### src/rtl/scr_col_pkg.sv
package scr_col_pkg;

    typedef enum logic [1:0] {
        ST_EMPTY = 2'd0,
        ST_EVAL  = 2'd1,
        ST_READY = 2'd2
    } cache_st_t;

    localparam int CMODE_W    = 2;
    localparam int HCODE_W    = 2;
    localparam int IDX_W      = 5;
    localparam int SIZE_W     = 17;
    localparam int OFF_W      = 16;
    localparam int BASE_SHIFT = 10;
    localparam int FULL_SIZE  = 32768;
    localparam int N_CMODES   = 1 << CMODE_W;

    // log2 of tile bytes per colour mode
    function automatic int unsigned tile_shift(input logic [CMODE_W-1:0] cm);
        unique case (cm)
            2'd0:    return 4;
            2'd1:    return 5;
            default: return 6;
        endcase
    endfunction

    // log2 of the size multiplier per colour mode
    function automatic int unsigned mult_shift(input logic [CMODE_W-1:0] cm);
        unique case (cm)
            2'd0:    return 4;
            2'd3:    return 6;
            default: return 5;
        endcase
    endfunction

    // tile rows (height / 8) per height code
    function automatic int unsigned tile_rows(input logic [HCODE_W-1:0] hc);
        unique case (hc)
            2'd0:    return 16;
            2'd1:    return 20;
            2'd2:    return 24;
            default: return 32;
        endcase
    endfunction

endpackage

### src/rtl/scr_mode_decode.sv
module scr_mode_decode
    import scr_col_pkg::*;
#(
    parameter int RAM_BANKS = 2,
    parameter int CALC_W    = 19
) (
    input  logic [7:0]          mode_reg,
    input  logic [7:0]          base_reg,
    input  logic                obj_mode,
    output logic [CMODE_W-1:0]  cmode,
    output logic [HCODE_W-1:0]  eff_code,
    output logic [SIZE_W-1:0]   size_c,
    output logic [CALC_W-1:0]   base_c
);
    localparam int RAM_BYTES = RAM_BANKS * 65536;
    localparam logic [CALC_W-1:0] RAM_END = CALC_W'(RAM_BYTES);

    logic [HCODE_W-1:0] real_code;
    logic [SIZE_W-1:0]  rows_v;
    logic [CALC_W-1:0]  base_raw;
    logic [CALC_W-1:0]  size_w;

    assign real_code = {mode_reg[5], mode_reg[2]};
    assign cmode     = mode_reg[CMODE_W-1:0];
    assign eff_code  = obj_mode ? 2'd3 : real_code;

    always_comb begin
        rows_v = SIZE_W'(tile_rows(real_code));
        if (real_code == 2'd3)
            size_c = SIZE_W'(FULL_SIZE);
        else
            size_c = rows_v << (5 + mult_shift(cmode));
    end

    always_comb begin
        base_raw = CALC_W'(base_reg) << BASE_SHIFT;
        size_w   = CALC_W'(size_c);
        if (size_w > RAM_END)
            base_c = '0;
        else if (base_raw + size_w > RAM_END)
            base_c = RAM_END - size_w;
        else
            base_c = base_raw;
    end

endmodule

### src/rtl/scr_col_calc.sv
module scr_col_calc
    import scr_col_pkg::*;
#(
    parameter int CALC_W = 19
) (
    input  logic [CALC_W-1:0]  base,
    input  logic [CMODE_W-1:0] cmode,
    input  logic [HCODE_W-1:0] eff_code,
    input  logic [IDX_W-1:0]   idx,
    output logic [CALC_W-1:0]  ptr,
    output logic [OFF_W-1:0]   off
);
    logic [CALC_W-1:0] cand_ptr [N_CMODES];
    logic [OFF_W-1:0]  cand_off [N_CMODES];

    logic       hi;
    logic [3:0] lo;
    assign hi = idx[IDX_W-1];
    assign lo = idx[3:0];

    for (genvar g = 0; g < N_CMODES; g++) begin : g_cm
        localparam int TS = int'(tile_shift(CMODE_W'(g)));

        logic [CALC_W-1:0] p_lin, p_split;
        logic [OFF_W-1:0]  o_lin, o_split;

        assign p_lin   = CALC_W'(idx) << TS;
        assign p_split = (CALC_W'(hi) << (TS + 9)) + (CALC_W'(lo) << (TS + 4));
        assign o_split = (OFF_W'(hi) << (TS + 8)) + (OFF_W'(lo) << TS);
        assign o_lin   = (OFF_W'(idx) << (TS + 4))
                       + ((eff_code == 2'd1) ? (OFF_W'(idx) << (TS + 2)) : '0)
                       + ((eff_code == 2'd2) ? (OFF_W'(idx) << (TS + 3)) : '0);

        assign cand_ptr[g] = (eff_code == 2'd3) ? p_split : p_lin;
        assign cand_off[g] = (eff_code == 2'd3) ? o_split : o_lin;
    end

    assign ptr = base + cand_ptr[cmode];
    assign off = cand_off[cmode];

endmodule

### src/rtl/scr_cache_ctrl.sv
module scr_cache_ctrl
    import scr_col_pkg::*;
#(
    parameter int CALC_W = 19
) (
    input  logic                clk,
    input  logic                rst_n,
    input  logic                cfg_load,
    input  logic [7:0]          cfg_mode,
    input  logic [7:0]          cfg_base,
    input  logic [7:0]          cfg_plot,
    input  logic                cfg_base_wr,
    // captured configuration to the decoder
    output logic [7:0]          mode_q,
    output logic [7:0]          base_q,
    output logic                obj_q,
    // decoder results
    input  logic [CMODE_W-1:0]  dec_cmode,
    input  logic [HCODE_W-1:0]  dec_eff,
    input  logic [SIZE_W-1:0]   dec_size,
    input  logic [CALC_W-1:0]   dec_base,
    // snapshot and geometry
    output logic [CMODE_W-1:0]  snap_cmode,
    output logic [HCODE_W-1:0]  snap_eff,
    output logic [CALC_W-1:0]   snap_base,
    output logic [SIZE_W-1:0]   scr_size,
    output logic [CALC_W-1:0]   scr_base
);
    cache_st_t state, state_nx;
    logic      dirty;
    logic      snap_ok;
    logic      refresh;

    // state register
    always_ff @(posedge clk or negedge rst_n) begin
        if (!rst_n) state <= ST_EMPTY;
        else        state <= state_nx;
    end

    always_comb begin
        state_nx = state;
        unique case (state)
            ST_EMPTY: if (cfg_load) state_nx = ST_EVAL;
            ST_EVAL:  state_nx = cfg_load ? ST_EVAL : ST_READY;
            ST_READY: if (cfg_load) state_nx = ST_EVAL;
            default:  state_nx = ST_EMPTY;
        endcase
    end

    assign refresh = (state == ST_EVAL) &&
                     (!snap_ok || dirty ||
                      (dec_cmode != snap_cmode) || (dec_eff != snap_eff));

    // outputs and data registers
    always_ff @(posedge clk or negedge rst_n) begin
        if (!rst_n) begin
            mode_q     <= '0;
            base_q     <= '0;
            obj_q      <= 1'b0;
            dirty      <= 1'b0;
            snap_ok    <= 1'b0;
            snap_cmode <= '0;
            snap_eff   <= '0;
            snap_base  <= '0;
            scr_size   <= '0;
            scr_base   <= '0;
        end else begin
            if (cfg_load) begin
                mode_q <= cfg_mode;
                base_q <= cfg_base;
                obj_q  <= cfg_plot[4];
            end
            if (cfg_load && cfg_base_wr)
                dirty <= 1'b1;
            else if (state == ST_EVAL)
                dirty <= 1'b0;
            if (state == ST_EVAL) begin
                scr_size <= dec_size;
                scr_base <= dec_base;
            end
            if (refresh) begin
                snap_ok    <= 1'b1;
                snap_cmode <= dec_cmode;
                snap_eff   <= dec_eff;
                snap_base  <= dec_base;
            end
        end
    end

endmodule

### src/rtl/scr_col_gen.sv
module scr_col_gen
    import scr_col_pkg::*;
#(
    parameter  int RAM_BANKS = 2,
    localparam int RAM_W     = $clog2(RAM_BANKS * 65536 + 1),
    localparam int CALC_W    = ((RAM_W > 18) ? RAM_W : 18) + 1
) (
    input  logic              clk,
    input  logic              rst_n,
    input  logic              cfg_load,
    input  logic [7:0]        cfg_mode,
    input  logic [7:0]        cfg_base,
    input  logic [7:0]        cfg_plot,
    input  logic              cfg_base_wr,
    input  logic              lookup_valid,
    input  logic [4:0]        lookup_idx,
    output logic              out_valid,
    output logic [CALC_W-1:0] col_ptr,
    output logic [15:0]       col_off,
    output logic [16:0]       scr_size,
    output logic [CALC_W-1:0] scr_base
);
    logic [7:0]         mode_q, base_q;
    logic               obj_q;
    logic [CMODE_W-1:0] dec_cmode, snap_cmode;
    logic [HCODE_W-1:0] dec_eff, snap_eff;
    logic [SIZE_W-1:0]  dec_size;
    logic [CALC_W-1:0]  dec_base, snap_base;
    logic [CALC_W-1:0]  ptr_c;
    logic [OFF_W-1:0]   off_c;

    scr_cache_ctrl #(.CALC_W(CALC_W)) u_ctrl (
        .clk        (clk),
        .rst_n      (rst_n),
        .cfg_load   (cfg_load),
        .cfg_mode   (cfg_mode),
        .cfg_base   (cfg_base),
        .cfg_plot   (cfg_plot),
        .cfg_base_wr(cfg_base_wr),
        .mode_q     (mode_q),
        .base_q     (base_q),
        .obj_q      (obj_q),
        .dec_cmode  (dec_cmode),
        .dec_eff    (dec_eff),
        .dec_size   (dec_size),
        .dec_base   (dec_base),
        .snap_cmode (snap_cmode),
        .snap_eff   (snap_eff),
        .snap_base  (snap_base),
        .scr_size   (scr_size),
        .scr_base   (scr_base)
    );

    scr_mode_decode #(.RAM_BANKS(RAM_BANKS), .CALC_W(CALC_W)) u_dec (
        .mode_reg(mode_q),
        .base_reg(base_q),
        .obj_mode(obj_q),
        .cmode   (dec_cmode),
        .eff_code(dec_eff),
        .size_c  (dec_size),
        .base_c  (dec_base)
    );

    scr_col_calc #(.CALC_W(CALC_W)) u_calc (
        .base    (snap_base),
        .cmode   (snap_cmode),
        .eff_code(snap_eff),
        .idx     (lookup_idx),
        .ptr     (ptr_c),
        .off     (off_c)
    );

    always_ff @(posedge clk or negedge rst_n) begin
        if (!rst_n) begin
            out_valid <= 1'b0;
            col_ptr   <= '0;
            col_off   <= '0;
        end else begin
            out_valid <= lookup_valid;
            if (lookup_valid) begin
                col_ptr <= ptr_c;
                col_off <= off_c;
            end
        end
    end

endmodule

### config.mk
export PLATFORM = sky130hd
export DESIGN_NAME = scr_col_gen
export DESIGN_NICKNAME = d
export VERILOG_FILES = /design/src/rtl/scr_col_pkg.sv /design/src/rtl/scr_mode_decode.sv /design/src/rtl/scr_col_calc.sv /design/src/rtl/scr_cache_ctrl.sv /design/src/rtl/scr_col_gen.sv
export SDC_FILE = /design/constraint.sdc
export NUM_CORES = 1
export LEC_CHECK = 0
export CAP_MARGIN = 20
export CORE_ASPECT_RATIO = 1.5
export CORE_UTILIZATION = 25
export DETAILED_ROUTE_END_ITERATION = 10
export SYNTH_ARGS = -nofsm -noshare
export SYNTH_HDL_FRONTEND = slang
export SYNTH_HIERARCHICAL = 1
export SYNTH_SLANG_ARGS = --single-unit
### constraint.sdc
create_clock -name clk -period 4.1 [get_ports clk]
set_input_delay 1.025 -clock clk [delete_from_list [all_inputs] [get_ports clk]]
set_output_delay 1.025 -clock clk [all_outputs]
set_load 0.1 [all_outputs]
* After elaboration in Yosys (flattened, before gate mapping)
Index checks and enable logic that the tools add are counted. Widths: inputs -> output; s select.
Storage, ports and cells: input port bits 34, output and inout bits 72, RAM bits 0, bits in latches 0, flip-flop bits (word level) 114, memories 0, logic and storage cells 86, memory bits (read-only) 0
Operators by class: order comparisons 2, $add $sub $neg 16, equal/unequal tests 12, mux-type cells 29, bitwise operators 1, multiply operators 0, divide/modulo/power cells 0, shifts and indexed selects 1, reduce and logical (&&, ||, !) cells 11
Operators with widths (count):
- $mux 19 | 6
- $mux 16 | 5
- $bmux 19 s2 | 1
- $add 15x13->16 | 2
- $add 16x16->16 | 2
- $add 3x32->32 const A | 1
- $bmux 16 s2 | 1
- $mux 32 | 1
- $shl 6x32->17 | 1
- $mux 13 | 2
- $mux 12 | 2
- $add 18x17->19 | 1
- $add 19x19->19 | 1
- $gt 19x18->1 const B | 1
- $sub 18x17->19 const A | 1
- $pmux 6 s3 | 1
- $add 16x14->17 | 1
- $mux 17 | 1
- $add 13x16->16 | 1
- $add 14x16->16 | 1
- $add 15x10->16 | 1
- $add 16x14->16 | 1
- $add 14x12->15 | 1
- $add 14x9->15 | 1
- other kinds (18) | 35

* Longest topological paths before layout
word-level depth 9, mapped depth 15, depth with buffers taken out 15

* Cells and area by module
The synthesis kept the hierarchy.
Modules (own cells, without submodules):
- scr_cache_ctrl | area each 3054.2 um2, times used 1, cells each 176
- scr_col_calc | area each 1527.7 um2, times used 1, cells each 225
- scr_col_gen | area each 1478.9 um2, times used 1, cells each 75
- scr_mode_decode | area each 958.4 um2, times used 1, cells each 121

* Worst setup path after synthesis
Ideal clock, no wire load.
kind flip-flop to flip-flop, from register u_ctrl.mode_q[0], to register u_ctrl.scr_base[10], cell stages (with the launch flop) 14, data arrival time 3.753 ns, period minus slack after synthesis 3.879 ns, buffers on the path 0, setup time 0.126 ns, path slack 0.221 ns, cell sequence dfrtp_1 -> inv_1 -> ha_1 -> nand2b_1 -> a21boi_0 -> o32ai_1 -> ha_1 -> and3_2 -> or2_4 -> o311a_4 -> nor4_4 -> o21ai_4 -> mux2_4 -> mux2_2
Between the ends: longest elaborated chain between the ends 9, elaborated cells on any way between the ends 11
RTL lines:
- start: declaration | RTL line scr_cache_ctrl.sv:14 | output logic [7:0] mode_q,
- start signal: assignment | RTL line scr_cache_ctrl.sv:69 | mode_q <= cfg_mode;
- $eq 2x2->1 / $logic_not 2->1 (equally long branches) | RTL line scr_col_pkg.sv:29 | unique case (cm)
- $pmux 2 s2 * | RTL line scr_col_pkg.sv:29
- $mux 32 * | RTL line scr_mode_decode.sv:29 | if (real_code == 2'd3)
- $add 3x32->32 * | RTL line scr_mode_decode.sv:32 | size_c = rows_v << (5 + mult_shift(cmode));
- $shl 6x32->17 * | RTL line scr_mode_decode.sv:32
- $mux 17 * | RTL line scr_mode_decode.sv:29
- via dec_size[12] | RTL line scr_col_gen.sv:27 | logic [SIZE_W-1:0] dec_size;
- $add 18x17->19 * | RTL line scr_mode_decode.sv:40 | else if (base_raw + size_w > RAM_END)
- $gt 19x18->1 * | RTL line scr_mode_decode.sv:40
- $mux 19 * | RTL line scr_mode_decode.sv:40
- via dec_base[10] | RTL line scr_col_gen.sv:28 | logic [CALC_W-1:0] dec_base, snap_base;
- end signal: assignment | RTL line scr_cache_ctrl.sv:79 | scr_base <= dec_base;
- end: declaration | RTL line scr_cache_ctrl.sv:27 | output logic [CALC_W-1:0] scr_base
The timed path passes the listed nets; every way through them passes the cells marked *. The select of a mux whose other input is x is not followed. A chain may end at the register's enable or synchronous reset.

* Worst setup path in the final report
from register u_ctrl.mode_q[1], to register u_ctrl.scr_base[14]
Between the ends: longest elaborated chain between the ends 9, elaborated cells on any way between the ends 11
RTL lines (RTL line):
- $eq 2x2->1 / $logic_not 2->1 (equally long branches) | scr_col_pkg.sv:29
- $pmux 2 s2 * | scr_col_pkg.sv:29
- $mux 32 * | scr_mode_decode.sv:29
- $add 3x32->32 * | scr_mode_decode.sv:32
- $shl 6x32->17 * | scr_mode_decode.sv:32
- $mux 17 * | scr_mode_decode.sv:29
- via dec_size[11] | scr_col_gen.sv:27
- $add 18x17->19 | scr_mode_decode.sv:40
- $gt 19x18->1 | scr_mode_decode.sv:40
- $mux 19 * | scr_mode_decode.sv:40
- via dec_base[14] | scr_col_gen.sv:28
Marked as above.

==> impl_metrics.json <==
{
  "via_count": 4571,
  "regToRegEndpoint": "u_ctrl/scr_base[14]$_DFFE_PN0N_",
  "tightest_slew_ns": 1.047,
  "numCtsBuffers": 9,
  "hold_buffers": 0,
  "cpPeakStageDelay_ns": 0.44,
  "critical-path-slowest-cell": "fa_1",
  "core_area_mm2": 0.02713,
  "max_cap_violations": 0,
  "cp.arrival_ns": 4.20,
  "slew_viol_final": 0,
  "gp_congestion": 0.8476,
  "finalCritPeriodShare_pct": 96.00,
  "dp_hpwl_um": 12100,
  "clk_path_buf_depth": 2,
  "endpoint": "u_ctrl/scr_base[14]$_DFFE_PN0N_",
  "grt_pass1_wl_um": 24810,
  "period_needed_ns": 3.936,
  "multi_input_area_mm2": 0.003709,
  "timing.rr.start": "u_ctrl/mode_q[1]$_DFFE_PN0P_",
  "drive_gt1_share_pct": 26.85,
  "grt_pass1_vias": 4555,
  "vdd_drop_max_v": 0.0005806,
  "grt_max_degree": 48,
  "leakage_uw": 0.003697,
  "hold_viol_final": 0,
  "p_per_area_mw_per_mm2": 751.4,
  "tns_ns": 0,
  "drc": 0,
  "netlist_area_mm2": 0.006874,
  "placementRows": 74,
  "num-fill-cells": 2764,
  "synthCells": 589,
  "antennaDiodeCount": 0,
  "first_pass_iters": 4,
  "root_buffer": "clkbuf_16",
  "skew_ns": 0.009706,
  "grt_antenna_before_repair": 0,
  "path_clk_slew_ns": 0.09,
  "vias_per_cell": 4.434,
  "dieArea_mm2": 0.02818,
  "drt-total-wl_um": 15820,
  "design_area_mm2": 0.008416,
  "portBuffers": 94,
  "grt_util_all_layers_pct": 11.80,
  "yosys_warnings": 6,
  "io_pins": 106,
  "wl_per_cell_um": 15.35,
  "placed_area_mm2": 0.008075,
  "num-nets-final": 753,
  "cts_tree": "yes",
  "start_util_pct": 25.34,
  "htree_levels": 3,
  "crit_chain": "inv_1 -> ha_1 -> nand2b_1 -> nor2b_1 -> o21ai_1 -> inv_1 -> fa_1 -> and3_2 -> or2_4 -> o311a_4 -> nor4_4 -> o21ai_4 -> mux2_4 -> mux2_2",
  "setup_viol": 0,
  "die_x_um": 137.4,
  "critical_path_class": "reg -> reg",
  "die_h_um": 205.1,
  "syn_area_per_cell_um2": 11.67,
  "crit_fanout": 8,
  "clkLatencyLatePin_ns": 0.37,
  "cpMostUsedCell": "inv_1",
  "worstSetupStartpointType": "flip-flop",
  "end_kind": "flip-flop",
  "reg2reg_depth": 14,
  "fmax_mhz": 254.1,
  "cp-startpoint": "u_ctrl/mode_q[1]$_DFFE_PN0P_",
  "slew_headroom_pct": 29.95,
  "overflow": 0,
  "cp_data_required_time_ns": 4.36,
  "cts_sinks": 112,
  "status": "completed",
  "seq_area_mm2": 0.002804,
  "reg2reg_setup_slack_ns": 0.16,
  "hold_class": "reg -> reg",
  "syn_to_final_growth_pct": 22.42,
  "drt-initial-drc-count": 196,
  "ant_nets": 0
}
-- worst min-delay path by stage --
stage	from	endpoint	slack, ns	depth (start not counted)
4_1_cts	u_ctrl/snap_ok$_DFFE_PN0P_	u_ctrl/snap_ok$_DFFE_PN0P_	0.47	1
5_1_grt	u_ctrl/snap_ok$_DFFE_PN0P_	u_ctrl/snap_ok$_DFFE_PN0P_	0.48	1
6_report	u_ctrl/snap_ok$_DFFE_PN0P_	u_ctrl/snap_ok$_DFFE_PN0P_	0.47	1
2_1_floorplan	u_ctrl/snap_ok$_DFFE_PN0P_	u_ctrl/snap_ok$_DFFE_PN0P_	0.42	1
3_3_place_gp	u_ctrl/snap_ok$_DFFE_PN0P_	u_ctrl/snap_ok$_DFFE_PN0P_	0.44	1
3_5_place_dp	u_ctrl/snap_ok$_DFFE_PN0P_	u_ctrl/snap_ok$_DFFE_PN0P_	0.45	1
-- critical path, delay by kind of cell, from the launching register on --
| family | cells | cell delay [ns] |
|---|---|---|
| simple gates | 5 | 1.05 |
| mux | 2 | 0.62 |
| buf+inv | 2 | 0.18 |
| flops | 1 | 0.42 |
| compound gates | 3 | 0.76 |
| fa+ha+maj | 2 | 0.81 |
-- cells in the final DEF, fill, tap and decap left out, types with 4 or more instances in the layout --
master	n
clkbuf_16	9
xor2_1	8
mux2i_1	6
xnor2_1	13
nor2b_1	6
a211oi_1	4
nor2_1	31
mux2_4	47
nand2b_1	7
buf_4	21
a21oi_1	27
o21ai_0	18
fa_1	6
o21a_1	4
mux2_2	68
ha_1	28
a21o_1	7
inv_1	21
clkdlybuf4s50_1	92
conb_1	27
nand2_1	30
dfrtp_1	111
and2_1	10
nand3_1	9
nor3_1	8
-- stage by stage --
stage | hold WS [ns] | power (uW) | utilization [%] | worst slack (ns) | instances
after floorplan | 0.4232 | 4591 | - | 0.2215 | 614
after global placement | 0.4407 | 5412 | 29.77 | 0.07365 | 1014
after detailed placement | 0.4486 | 5437 | 29.77 | 0.04341 | 1014
after CTS | 0.4704 | 6390 | 30.91 | 0.02002 | 1030
after global routing | 0.4819 | 6659 | 31.02 | -0.01596 | 1031
final | 0.4655 | 6323 | 31.02 | 0.1639 | 1031
-- cell type report --
type | instances | area share (%)
inverter | 22 | 0.9813
sequential | 112 | 33.32
clock buffer | 9 | 2.676
timing repair buffer | 114 | 12.88
multi-input combinational | 425 | 44.07
clock inverter | 7 | 0.9961
tap | 342 | 5.085
-- metal layers --
metal	global-route usage, %	part of all wire (%)	vias up
li1	-	-	2212
met1	13.84	42	2265
met2	20.23	52	76
met3	2.029	3.2	18
met4	6.201	3.1	0
met5	0	0	-
-- flip-flops by register name, indices dropped and copies added, names as in the netlist --
name and cells:
col_off 16, col_ptr 19, out_valid 1, u_ctrl/base_q 8, u_ctrl/dirty 1, u_ctrl/mode_q 4
u_ctrl/obj_q 1, u_ctrl/scr_base 19, u_ctrl/scr_size 17, u_ctrl/snap_base 19, u_ctrl/snap_cmode 2, u_ctrl/snap_eff 2
u_ctrl/snap_ok 1, u_ctrl/state 2
-- where the power goes --
part | switching, uW | internal (uW) | total (uW)
registers | 226 | 1410 | 1640
logic | 2540 | 1230 | 3760
clock network | 481 | 441 | 922
total | 3250 | 3080 | 6320
-- repair_timing --
item | CTS | global route
setup endpoints to repair | 0 | 16
setup buffers | 0 | 1
resized for setup | 0 | 7
Power figures use the tool's default switching activity.
